**src/rtl/clkdiv_pkg.sv**
```systemverilog
package clkdiv_pkg;
    localparam int DIV_W   = 16;
    localparam int ADDR_W  = 3;
    localparam int DATA_W  = 32;
    localparam int NUM_DIV = 4;

    localparam int APP_SRC_BIT = 31;
    localparam int APP_OFF_BIT = 16;
    localparam int TILE_GO_BIT = 4;

    localparam int DIV_SW   = 0;
    localparam int DIV_REF  = 1;
    localparam int DIV_TILE = 2;
    localparam int DIV_APP  = 3;

    localparam logic [DIV_W-1:0] REF_RST_VAL = DIV_W'(4);

    typedef enum logic [ADDR_W-1:0] {
        A_SW   = 3'd0,
        A_REF  = 3'd1,
        A_TILE = 3'd2,
        A_TCTL = 3'd3,
        A_APP  = 3'd4
    } reg_addr_e;

    typedef struct packed {
        logic [DIV_W-1:0] sw_div;
        logic [DIV_W-1:0] ref_div;
        logic [DIV_W-1:0] tile_div;
        logic             tile_go;
        logic [DIV_W-1:0] app_div;
        logic             app_sec;
        logic             app_off;
    } cfg_t;

    function automatic logic [DIV_W-1:0] reset_value(input int idx);
        return (idx == DIV_REF) ? REF_RST_VAL : '0;
    endfunction

    // number of high source cycles in one period of a divide-by-(v+1)
    function automatic logic [DIV_W:0] high_span(input logic [DIV_W-1:0] v);
        return ({1'b0, v} + (DIV_W+1)'(1)) >> 1;
    endfunction
endpackage

```
**src/rtl/clkdiv_regs.sv**
```systemverilog
module clkdiv_regs
    import clkdiv_pkg::*;
(
    input  logic              clk,
    input  logic              rst,
    input  logic              wr_en,
    input  logic [ADDR_W-1:0] wr_addr,
    input  logic [DATA_W-1:0] wr_data,
    output cfg_t              cfg
);
    logic [DIV_W-1:0] wval;
    logic             unused_hi;

    assign wval      = wr_data[DIV_W-1:0];
    assign unused_hi = ^wr_data[APP_SRC_BIT-1:APP_OFF_BIT+1];

    always_ff @(posedge clk) begin
        if (rst) begin
            cfg.sw_div   <= reset_value(DIV_SW);
            cfg.ref_div  <= reset_value(DIV_REF);
            cfg.tile_div <= reset_value(DIV_TILE);
            cfg.tile_go  <= 1'b0;
            cfg.app_div  <= reset_value(DIV_APP);
            cfg.app_sec  <= 1'b0;
            cfg.app_off  <= 1'b1;
        end else if (wr_en) begin
            case (reg_addr_e'(wr_addr))
                A_SW:   cfg.sw_div   <= wval;
                A_REF:  cfg.ref_div  <= wval;
                A_TILE: cfg.tile_div <= wval;
                A_TCTL: cfg.tile_go  <= wr_data[TILE_GO_BIT];
                A_APP: begin
                    cfg.app_div <= wval;
                    cfg.app_sec <= wr_data[APP_SRC_BIT];
                    cfg.app_off <= wr_data[APP_OFF_BIT];
                end
                default: ;
            endcase
        end
    end


    ref_write_chk: assert property (@(posedge clk) disable iff (rst)
        (wr_en && wr_addr == 3'(A_REF)) |=> cfg.ref_div == $past(wr_data[DIV_W-1:0]));


    app_src_write_chk: assert property (@(posedge clk) disable iff (rst)
        (wr_en && wr_addr == 3'(A_APP)) |=> cfg.app_sec == $past(wr_data[APP_SRC_BIT]));
endmodule

```
**src/rtl/clkdiv_core.sv**
```systemverilog
module clkdiv_core
    import clkdiv_pkg::*;
#(
    parameter int             W       = DIV_W,
    parameter logic [W-1:0]   RST_VAL = '0
) (
    input  logic         clk,
    input  logic         rst,
    input  logic         en,
    input  logic         tick,
    input  logic [W-1:0] div_val,
    output logic         lvl
);
    logic [W-1:0] cnt_q;
    logic [W-1:0] act_q;
    logic [W:0]   half;
    logic         term;

    assign term = (cnt_q == act_q);
    assign half = ({1'b0, act_q} + (W+1)'(1)) >> 1;

    always_ff @(posedge clk) begin
        if (rst) begin
            cnt_q <= '0;
            act_q <= RST_VAL;
        end else if (!en) begin
            cnt_q <= '0;
            act_q <= div_val;
        end else if (tick) begin
            if (term) begin
                cnt_q <= '0;
                act_q <= div_val;
            end else begin
                cnt_q <= cnt_q + W'(1);
            end
        end
    end

    always_comb begin
        lvl = en && ((act_q == '0) || ({1'b0, cnt_q} < half));
    end


    cnt_range_chk: assert property (@(posedge clk) disable iff (rst)
        cnt_q <= act_q);


    reload_chk: assert property (@(posedge clk) disable iff (rst)
        !$stable(act_q) |-> $past(!en || (tick && cnt_q == act_q)));


    idle_chk: assert property (@(posedge clk) disable iff (rst)
        !en |=> cnt_q == '0);
endmodule

```
**src/rtl/clkdiv_bank.sv**
```systemverilog
module clkdiv_bank
    import clkdiv_pkg::*;
(
    input  logic              clk,
    input  logic              rst,
    input  logic              wr_en,
    input  logic [ADDR_W-1:0] wr_addr,
    input  logic [DATA_W-1:0] wr_data,
    input  logic              sec_tick,
    input  logic              port_drive,
    output logic              sw_clk_out,
    output logic              ref_clk_out,
    output logic              tile_clk_out,
    output logic              app_clk_out,
    output logic              pin_out,
    output logic              pin_is_clk
);
    cfg_t             cfg;
    logic [DIV_W-1:0] dv  [NUM_DIV];
    logic             den [NUM_DIV];
    logic             dtk [NUM_DIV];
    logic             dlv [NUM_DIV];
    logic             app_on;

    clkdiv_regs u_regs (
        .clk     (clk),
        .rst     (rst),
        .wr_en   (wr_en),
        .wr_addr (wr_addr),
        .wr_data (wr_data),
        .cfg     (cfg)
    );

    assign app_on = !cfg.app_off;

    always_comb begin
        dv[DIV_SW]    = cfg.sw_div;
        dv[DIV_REF]   = cfg.ref_div;
        dv[DIV_TILE]  = cfg.tile_go ? cfg.tile_div : '0;
        dv[DIV_APP]   = cfg.app_div;
        den[DIV_SW]   = 1'b1;
        den[DIV_REF]  = 1'b1;
        den[DIV_TILE] = 1'b1;
        den[DIV_APP]  = app_on;
        dtk[DIV_SW]   = 1'b1;
        dtk[DIV_REF]  = 1'b1;
        dtk[DIV_TILE] = 1'b1;
        dtk[DIV_APP]  = cfg.app_sec ? sec_tick : 1'b1;
    end

    for (genvar i = 0; i < NUM_DIV; i++) begin : g_div
        clkdiv_core #(
            .W       (DIV_W),
            .RST_VAL (reset_value(i))
        ) u_div (
            .clk     (clk),
            .rst     (rst),
            .en      (den[i]),
            .tick    (dtk[i]),
            .div_val (dv[i]),
            .lvl     (dlv[i])
        );
    end

    assign sw_clk_out   = dlv[DIV_SW];
    assign ref_clk_out  = dlv[DIV_REF];
    assign tile_clk_out = dlv[DIV_TILE];
    assign app_clk_out  = dlv[DIV_APP];
    assign pin_out      = app_on ? dlv[DIV_APP] : port_drive;
    assign pin_is_clk   = app_on;
endmodule

```
**config.mk**
```make
export PLATFORM = sky130hd
export DESIGN_NAME = clkdiv_bank
export DESIGN_NICKNAME = d
export VERILOG_FILES = /design/src/rtl/clkdiv_pkg.sv /design/src/rtl/clkdiv_regs.sv /design/src/rtl/clkdiv_core.sv /design/src/rtl/clkdiv_bank.sv
export SDC_FILE = /design/constraint.sdc
export NUM_CORES = 1
export LEC_CHECK = 0
export BUFFER_PORTS_ARGS = -buffer_cell sky130_fd_sc_hd__buf_2
export CORE_UTILIZATION = 35
export CTS_BUF_LIST = sky130_fd_sc_hd__clkbuf_2 sky130_fd_sc_hd__clkbuf_4 sky130_fd_sc_hd__clkbuf_8
export DETAILED_ROUTE_END_ITERATION = 7
export PLACE_DENSITY = 0.51
export SYNTH_ARGS = -nofsm -noshare
export SYNTH_HDL_FRONTEND = slang
export SYNTH_HIERARCHICAL = 1
export SYNTH_SLANG_ARGS = --single-unit
```
**constraint.sdc**
```tcl
create_clock -name clk -period 3.3 [get_ports clk]
set_clock_uncertainty 0.2 [all_clocks]
set_input_delay 0.165 -clock clk [delete_from_list [all_inputs] [get_ports clk]]
set_output_delay 0.165 -clock clk [all_outputs]
set_load 0.02 [all_outputs]
```
==> results of run 1 <==
==> logic make-up (layout without fill, tap and decap cells) <==
group | count (synthesis) | in the layout
other cells | 1 | 25
buf+inv | 136 | 173
simple gates | 702 | 702
fa+ha+maj | 72 | 72
mux | 72 | 72
compound gates | 191 | 191
flops | 195 | 195
xor+xnor | 180 | 180
==> power by group through the flow <==
stage | logic (W) | registers (W) | clock network (W)
floorplan | 0.000405 | 0.00246 | 0
global placement | 0.000498 | 0.00247 | 0
detailed placement | 0.000504 | 0.00247 | 0
CTS | 0.000534 | 0.00242 | 0.00170
global route | 0.000598 | 0.00242 | 0.00178
finish | 0.000550 | 0.00241 | 0.00163
==> cell usage after synthesis, drive strengths merged (3+ instances only) <==
master | instances | area, µm²
a211o | 7 | 87.58
a211oi | 3 | 22.52
a21o | 6 | 45.04
a21oi | 89 | 445.4
and2 | 20 | 140.1
and3 | 33 | 206.5
and4 | 5 | 43.79
buf | 54 | 409.1
clkbuf | 60 | 229.0
dfxtp | 195 | 3904
ha | 72 | 900.9
inv | 22 | 82.58
mux2i | 71 | 710.7
nand2 | 129 | 484.2
nand2b | 90 | 563.0
nand3 | 36 | 185.2
nand4 | 41 | 281.5
nand4b | 64 | 560.5
nand4bb | 3 | 33.78
nor2 | 150 | 698.2
nor2b | 7 | 43.79
nor3 | 37 | 254.0
nor3b | 63 | 473.0
nor4 | 10 | 83.83
nor4b | 6 | 67.56
o21ai | 14 | 70.07
o311ai | 63 | 551.8
or2 | 4 | 25.02
xnor2 | 120 | 1066
xor2 | 60 | 525.5
==> cell type report <==
| type | count | area share |
|---|---|---|
| Sequential cell | 195 | 0.2621 |
| Tap cell | 511 | 0.04233 |
| Clock inverter | 13 | 0.009525 |
| Inverter | 22 | 0.005467 |
| Multi-Input combinational cell | 1242 | 0.6016 |
| Clock buffer | 18 | 0.01640 |
| Timing Repair Buffer | 120 | 0.06262 |
==> sequential cells by signal, indices dropped and copies added, names as in the netlist <==
register	cells
g_div.u_div/cnt_q	64
u_regs/cfg	67
g_div.u_div/act_q	64
==> timing repair <==
action,CTS,global route
pin swaps,17,29
buffers inserted,10,9
hold buffers,22,0
hold endpoints to repair,58,0
endpoints found under the setup margin,5,5
resized for setup,67,54
==> worst max-delay path: stages (launching register included) <==
cell and delay, ns:
dfxtp_4 0.38, buf_6 0.10, and3_4 0.18, nand3_4 0.09, nor2_4 0.16, xnor2_1 0.10
ha_1 0.31, a21o_1 0.19, a21oi_2 0.12, o21ai_1 0.09, a211o_1 0.30, a21oi_2 0.23
mux2_4 0.19, buf_6 0.11
==> how the worst max path moves through the flow <==
| stage | end |
|---|---|
| 2_1_floorplan | pin_out |
| 3_3_place_gp | pin_out |
| 3_5_place_dp | pin_out |
| 4_1_cts | pin_out |
| 5_1_grt | pin_out |
| 6_report | pin_out |
==> metrics by stage <==
stage | util | instances | instance area [µm²]
final | 0.4020 | 2121 | 15110
after global routing | 0.4020 | 2121 | 15110
after detailed placement | 0.3715 | 2049 | 13960
after floorplan | - | 1573 | 13420
after CTS | 0.3953 | 2112 | 14860
after global placement | 0.3715 | 2049 | 13960
==> per-layer routing <==
metal	vias up	part of all wire	wire [µm]	global-route usage
met2	111	0.45	14790	0.2731
met5	-	0	0	0
met4	0	0.0089	290	0.03531
met1	5186	0.52	17070	0.2482
met3	18	0.018	581	0.02032
li1	5559	-	-	-
==> results_dict.tcl, run 1 <==
set metrics [dict create \
    outcome "finished, violations left" \
    violations "setup timing" \
    finalHoldViolCount 0 \
    period_needed_ns 3.392 \
    r2r-end "g_div[3].u_div/cnt_q[13]$_SDFFE_PP0P_" \
    wl_per_cell_um 15.44 \
    clock-root-buffer "clkbuf_8" \
    finalPower_w 0.004591 \
    seqCellArea_um2 3959 \
    clockBufferDepth 2 \
    io_buffer_count 31 \
    path_class "reg -> out" \
    powerDensity_nw_per_um2 303.9 \
    synth_warnings 6 \
    final_cell_mix "dfxtp_1, nand2_1, xnor2_1" \
    min_path_cells 3 \
    rows 71 \
    vias 10870 \
    async_flop_share 0 \
    seqPwrFrac 0.526 \
    p_leak_nw 5.384 \
    io_pins 46 \
    synth_top_family_by_area "simple AND/OR/NAND/NOR gates" \
    crit_path_end_kind "primary output" \
    die_area_um2 38880 \
    route.final.wire_length_um 32740 \
    drtPass1Iterations 5 \
    grt_pass1_vias 10510 \
    clk_pin_slew_ns 0.12 \
    critPathMaxFanout 5 \
    max-cap-violations 0 \
    synth_ff_type "dfxtp_1" \
    pwr-share-clk 0.355 \
    fin_crit_sh 1.028 \
    startpoint "g_div[3].u_div/act_q[1]$_SDFFE_PP0P_" \
    multi_input_area_um2 9087 \
    synth_edf_count 0 \
    insertedDiodeCount 0 \
    synth_simple_gate_area_frac 0.3143 \
    r2r_slack_ns 0.95 \
    seq_area_frac_synth 0.2928 \
    synth.distinct_cells 60 \
    avgSynthCellArea_um2 8.607 \
    clock_sinks 195 \
    place_congestion 0.8040 \
    p_switching_w 0.001368 \
    tritoncts "yes" \
    drc 0 \
    setup-violations-final 1 \
    grt_usage 0.1718 \
    grt_start_max_net_pins 142 \
    p_sw_frac 0.2979 \
    final_common_cell "dfxtp_1" \
    ir_drop_mv 0.1965 \
    ff2ff_path_depth 8 \
    p_int_w 0.003224 \
    slew-limit-headroom 0.4805 \
    fin_nets 1710 \
    grt_pass1_wl_um 54630 \
    timing.final.max_slew_violations 0 \
    syn_area_um2 13330 \
    cts_inserted_buffers 17 \
    fill_cells 3795 \
    grt_antenna_before_repair 0 \
    min_to "u_regs/cfg[32]$_SDFFE_PP0P_" \
    synth-compound-area-share 0.09750 \
    rsz0062_at_grt "true" \
    dr.first_iter.drc_count 693 \
    worst_slack_ns -0.09160 \
    fp.coreArea_um2 37580 \
    clock_latency_ns 0.48 \
    hold_ws_ns 0.03233 \
    cp.arrival_ns 3.03 \
    ys_seq_elements 195 \
    comb_power_share 0.120 \
    dpl.hpwl_um 22210 \
    finalSetupTns_ns -0.09160 \
    synth-xor-area-share 0.1194 \
    die_h_um 197.2 \
    hold_class "in -> reg" \
    h-tree-depth 4 \
    crit-reg2reg-launch "g_div[3].u_div/act_q[0]$_SDFFE_PP0P_" \
    synthAdderAreaFrac 0.06757 \
    cp-start-kind "register" \
    fp.dieW_um 197.2 \
    worstPathRequired_ns 2.93 \
    synth_cells 1549 \
    worst_pin_slew_ns 0.7792 \
    detail-route-antenna-nets 0 \
    hp-start "wr_data[13]" \
    gr-total-overflow 0 \
    area_delta_synth_final_pct 13.30 \
    max_freq_mhz 294.8 \
    drive_gt1_frac 0.1720 \
    dpl_worst_slack_ns 0.1059 \
    synth.mux.area_fraction 0.05415 \
    viasPerCell 5.127 \
    start_util 0.3548 \
]
(Power assumes the default switching activity.)
==> inputs of run 2 (changes only) <==
--- a/config.mk
+++ b/config.mk
@@ -10,6 +10,7 @@
 export CTS_BUF_LIST = sky130_fd_sc_hd__clkbuf_2 sky130_fd_sc_hd__clkbuf_4 sky130_fd_sc_hd__clkbuf_8
 export DETAILED_ROUTE_END_ITERATION = 7
 export PLACE_DENSITY = 0.51
+export SETUP_SLACK_MARGIN = 0.5
 export SYNTH_ARGS = -nofsm -noshare
 export SYNTH_HDL_FRONTEND = slang
 export SYNTH_HIERARCHICAL = 1
==> results_dict.tcl, run 2 (synthesis results as in run 1) <==
set metrics [dict create \
    outcome "finished, violations left" \
    violations "setup timing" \
    rows 71 \
    area_delta_synth_final_pct 14.94 \
    min_to "u_regs/cfg[1]$_SDFFE_PP0P_" \
    max_freq_mhz 298.5 \
    cp-start-kind "register" \
    cp_slowest_stage_delay_ns 0.36 \
    regMostFlops "u_regs/cfg" \
    route.final.wire_length_um 33680 \
    gr-total-overflow 0 \
    crit-reg2reg-launch "g_div[3].u_div/act_q[0]$_SDFFE_PP0P_" \
    timing.final.max_slew_violations 0 \
    fin_nets 1717 \
    largestRegisters "u_regs/cfg x67, g_div.u_div/act_q x64, g_div.u_div/cnt_q x64" \
    ir_drop_mv 0.2458 \
    clockBufferDepth 2 \
    r2r_slack_ns 1.00 \
    die_h_um 197.2 \
    worst_slack_ns -0.04982 \
    critPathBufInv 1 \
    grt_pass1_vias 10570 \
    final_cell_mix "dfxtp_1, nand2_1, xnor2_1" \
    place_congestion 0.8524 \
    hp-start "wr_addr[1]" \
    fp.dieW_um 197.2 \
    min_path_cells 3 \
    crit_cells 12 \
    vias 10970 \
    ff2ff_path_depth 7 \
    io_buffer_count 31 \
    finalHoldViolCount 0 \
    slowest_stage "dfxtp_4" \
    cp.arrival_ns 2.98 \
    max-cap-violations 0 \
    io_pins 46 \
    crit_chain "and3_4, and3_4, and3_4, nand3_2, xor2_1, ha_1, nand4_1, nor3_2, a211o_1, a21oi_4, mux2_4, buf_6" \
    grt_antenna_before_repair 0 \
    drc 0 \
    die_area_um2 38880 \
    h-tree-depth 4 \
    drtPass1Iterations 5 \
    dp_cells 2041 \
    final_cells 2129 \
    grt_start_max_net_pins 145 \
    p_leak_nw 5.474 \
    grt_pass1_wl_um 55510 \
    dr.first_iter.drc_count 578 \
    r2r-end "g_div[3].u_div/cnt_q[11]$_SDFFE_PP0P_" \
    clock-root-buffer "clkbuf_8" \
    clk_pin_slew_ns 0.11 \
    start_util 0.3548 \
    drive_gt1_frac 0.1904 \
    worst_pin_slew_ns 1.204 \
    fp.coreArea_um2 37580 \
    grt_usage 0.1767 \
    rsz0062_at_grt "true" \
    insertedDiodeCount 0 \
    cts_inserted_buffers 17 \
    slew-limit-headroom 0.1929 \
    setup-violations-final 1 \
    period_needed_ns 3.350 \
    critPathMaxFanout 3 \
    wl_per_cell_um 15.82 \
    dpl.hpwl_um 22670 \
    final_common_cell "dfxtp_1" \
    clock_latency_ns 0.51 \
    powerDensity_nw_per_um2 304.9 \
    path_class "reg -> out" \
    crit_family "simple AND/OR/NAND/NOR gates" \
    fin_crit_sh 1.015 \
    crit_path_end_kind "primary output" \
    dpl_worst_slack_ns 0.1793 \
    critPathMostFrequentCell "and3_4" \
    largest_reg_flops 67 \
    viasPerCell 5.151 \
    hold_class "in -> reg" \
    clock_sinks 195 \
    tritoncts "yes" \
    worstPathRequired_ns 2.93 \
    detail-route-antenna-nets 0 \
]
run 2: changes by cell type in the layout (fill, tap and decap cells not counted), sizes merged:
cell | previous run | this run
buf | 97 | 101
clkbuf | 19 | 18
clkinv | 3 | 5
clkinvlp | 2 | 0
dlygate4sd3 | 22 | 25
inv | 29 | 31
run 2: how the worst max path moves through the flow:
stage                                               startpoint      end  slack [ns]
after CTS                 g_div[3].u_div/act_q[9]$_SDFFE_PP0P_  pin_out       -0.11
after detailed placement  g_div[3].u_div/act_q[1]$_SDFFE_PP0P_  pin_out        0.18
after floorplan           g_div[3].u_div/act_q[0]$_SDFFE_PP0P_  pin_out        0.41
after global routing      g_div[3].u_div/act_q[1]$_SDFFE_PP0P_  pin_out       -0.21
after global placement    g_div[3].u_div/act_q[1]$_SDFFE_PP0P_  pin_out        0.19
final                     g_div[3].u_div/act_q[9]$_SDFFE_PP0P_  pin_out       -0.05
run 2: cell type report:
type                    instances  area [µm²]
clock inverters                15       183.9
clock buffers                  17       234.0
repair buffers                127        1007
inverters                      22       82.58
multi-input cells            1242        9198
fillers                      3751       22250
well taps                     511       639.4
flip-flops and latches        195        3980
run 2: per-stage QoR:
| step | instance area (µm²) | hold slack [ns] | setup TNS (ns) | total power (W) | util |
|---|---|---|---|---|---|
| floorplan | 13460 | 0.1203 | 0 | 0.002872 | - |
| global placement | 13930 | 0.2267 | 0 | 0.002979 | 0.3708 |
| detailed placement | 13930 | 0.2377 | 0 | 0.002983 | 0.3708 |
| CTS | 15160 | 0.06469 | -0.1228 | 0.004739 | 0.4035 |
| global route | 15320 | 0.09532 | -0.6628 | 0.004882 | 0.4078 |
| finish | 15320 | 0.1086 | -0.04982 | 0.004673 | 0.4078 |
run 2: what timing repair did:
| action | in CTS | in global routing |
|---|---|---|
| pin swaps | 51 | 23 |
| gates resized for setup | 114 | 34 |
| hold buffers | 25 | 0 |
| endpoints found under the hold margin | 67 | 0 |
| endpoints found under the setup margin | 5 | 5 |
| setup buffers | 26 | 5 |
run 2: worst register-to-register path, delay by kind of cell, from the launching register on:
family	cells	cell delay [ns]
AND/OR/NAND/NOR	3	0.50
AO/OA/AOI/OAI	1	0.36
XOR/XNOR	1	0.26
buffers and inverters	2	0.49
flip-flops	1	0.38
run 2: metal layers:
layer  vias to the layer above  global-route usage  routed length [µm]
li1                       5589                   -                   -
met1                      5230              0.2405               16690
met2                       116              0.2917               15670
met3                        31             0.02561                 852
met4                         0             0.04479                 470
met5                         -                   0                   0
run 2: where the power goes:
group	switching [W]	internal, W
clock network	0.00105	0.000651
logic	0.000359	0.000200
registers	0.0000351	0.00238
total	0.00145	0.00323
==> inputs of run 3 (changes only) <==
--- a/config.mk
+++ b/config.mk
@@ -6,9 +6,11 @@
 export NUM_CORES = 1
 export LEC_CHECK = 0
 export BUFFER_PORTS_ARGS = -buffer_cell sky130_fd_sc_hd__buf_2
+export CAP_MARGIN = 10
 export CORE_UTILIZATION = 35
 export CTS_BUF_LIST = sky130_fd_sc_hd__clkbuf_2 sky130_fd_sc_hd__clkbuf_4 sky130_fd_sc_hd__clkbuf_8
 export DETAILED_ROUTE_END_ITERATION = 7
+export MAX_ROUTING_LAYER = met4
 export PLACE_DENSITY = 0.51
 export SETUP_SLACK_MARGIN = 0.5
 export SYNTH_ARGS = -nofsm -noshare
==> results_dict.tcl, run 3 (synthesis results as in run 1) <==
set metrics [dict create \
    powerDensity_nw_per_um2 304.6 \
    fin_nets 1718 \
    hold_class "in -> reg" \
    cp_slowest_stage_delay_ns 0.36 \
    finalHoldViolCount 0 \
    slowest_stage "dfxtp_4" \
    clock-root-buffer "clkbuf_8" \
    route.final.wire_length_um 33690 \
    place_congestion 0.8659 \
    final_common_cell "dfxtp_1" \
    insertedDiodeCount 0 \
    max-cap-violations 0 \
    dpl_worst_slack_ns 0.1793 \
    r2r-end "g_div[3].u_div/cnt_q[11]$_SDFFE_PP0P_" \
    worst_pin_slew_ns 1.137 \
    crit-reg2reg-launch "g_div[3].u_div/act_q[0]$_SDFFE_PP0P_" \
    worst_slack_ns -0.04834 \
    worstPathRequired_ns 2.93 \
    violations "setup timing" \
    die_h_um 197.2 \
    tritoncts "yes" \
    start_util 0.3548 \
    fin_crit_sh 1.015 \
    critPathMostFrequentCell "and3_4" \
    crit_path_end_kind "primary output" \
    fp.coreArea_um2 37580 \
    vias 10990 \
    largestRegisters "u_regs/cfg x67, g_div.u_div/act_q x64, g_div.u_div/cnt_q x64" \
    ir_drop_mv 0.2447 \
    grt_pass1_vias 10580 \
    clock_sinks 195 \
    detail-route-antenna-nets 0 \
    r2r_slack_ns 0.98 \
    crit_chain "and3_4, and3_4, and3_4, nand3_2, xor2_1, ha_1, nand4_1, nor3_2, a211o_1, a21oi_4, mux2_4, buf_6" \
    period_needed_ns 3.348 \
    clock_latency_ns 0.51 \
    max_freq_mhz 298.7 \
    finalPower_w 0.004672 \
    die_area_um2 38880 \
    critPathMaxFanout 3 \
    utilization 0.4081 \
    crit_end "pin_out" \
    gr-total-overflow 0 \
    h-tree-depth 4 \
    io_buffer_count 31 \
    dr.first_iter.drc_count 517 \
    dpl.hpwl_um 22670 \
    largest_reg_flops 67 \
    fill_cells 3752 \
    rsz0062_at_grt "true" \
    drive_gt1_frac 0.1909 \
    outcome "finished, violations left" \
    grt_antenna_before_repair 0 \
    timing.final.max_slew_violations 0 \
    regMostFlops "u_regs/cfg" \
    cp-start-kind "register" \
    grt_pass1_wl_um 55540 \
    cts_inserted_buffers 17 \
    path_class "reg -> out" \
    slew-limit-headroom 0.2373 \
    clockBufferDepth 2 \
    fp.dieW_um 197.2 \
    setup-violations-final 1 \
    final_cell_mix "dfxtp_1, nand2_1, xnor2_1" \
    grt_usage 0.1821 \
    startpoint "g_div[3].u_div/act_q[8]$_SDFFE_PP0P_" \
    area_delta_synth_final_pct 15.02 \
    cp.arrival_ns 2.98 \
    rows 71 \
    viasPerCell 5.157 \
    wl_per_cell_um 15.82 \
    ff2ff_path_depth 7 \
    drtPass1Iterations 5 \
    grt_start_max_net_pins 145 \
    drc 0 \
    clk_pin_slew_ns 0.11 \
    io_pins 46 \
    p_leak_nw 5.480 \
]
## run 3: where the power goes
group          switching, W  internal, W  leakage (nW)
Sequential        0.0000349      0.00238          1.59
Clock               0.00105     0.000651         0.213
Combinational      0.000359     0.000200          3.67
## run 3: per-stage QoR
stage / instances / instance area [µm²] / hold slack, ns / TNS (ns)
2_1_floorplan: 1573 / 13460 / 0.1203 / 0
3_3_place_gp: 2041 / 13930 / 0.2267 / 0
3_5_place_dp: 2041 / 13930 / 0.2377 / 0
4_1_cts: 2124 / 15160 / 0.06469 / -0.1228
5_1_grt: 2130 / 15340 / 0.09531 / -0.6629
6_report: 2130 / 15340 / 0.1125 / -0.04834
## run 3: final cells by class
type                            count  area (µm²)  share of cell area
Inverter                           22       82.58            0.005385
Clock inverter                     15       183.9             0.01199
Sequential cell                   195        3980              0.2595
Tap cell                          511       639.4             0.04169
Timing Repair Buffer              128        1018             0.06641
Clock buffer                       17       234.0             0.01526
Multi-Input combinational cell   1242        9198              0.5997
## run 3: worst min-delay path by stage
stage / start / endpoint / slack, ns / cells past startpoint
finish: wr_addr[1] / u_regs/cfg[1]$_SDFFE_PP0P_ / 0.11 / 3
global route: wr_addr[1] / u_regs/cfg[0]$_SDFFE_PP1P_ / 0.1 / 3
CTS: wr_addr[1] / u_regs/cfg[1]$_SDFFE_PP0P_ / 0.06 / 3
detailed placement: wr_data[31] / u_regs/cfg[1]$_SDFFE_PP0P_ / 0.24 / 3
global placement: wr_data[31] / u_regs/cfg[1]$_SDFFE_PP0P_ / 0.23 / 3
floorplan: wr_data[31] / u_regs/cfg[1]$_SDFFE_PP0P_ / 0.12 / 2
## run 3: what timing repair did
action | CTS | global route
setup endpoints to repair | 5 | 5
buffers inserted | 26 | 5
hold buffers | 25 | 0
gates resized for setup | 114 | 34
pin swaps | 51 | 23
hold endpoints to repair | 67 | 0
## run 3: routing by layer
layer / vias to the layer above / track usage / routed length (µm) / part of all wire
met2: 112 / 0.2930 / 15720 / 0.47
met1: 5255 / 0.2399 / 16680 / 0.50
met4: 0 / 0.04479 / 473 / 0.014
li1: 5584 / - / - / -
met5: - / - / 0 / 0
met3: 34 / 0.02561 / 817 / 0.024
## run 3: critical path: cells and delay by family, from the launching register on
kind | cells | cell delay [ns]
AND/OR/NAND/NOR | 6 | 0.95
flip-flops | 1 | 0.36
buffers and inverters | 1 | 0.13
multiplexers | 1 | 0.27
AO/OA/AOI/OAI | 2 | 0.29
adder cells (fa/ha/maj) | 1 | 0.31
XOR/XNOR | 1 | 0.17
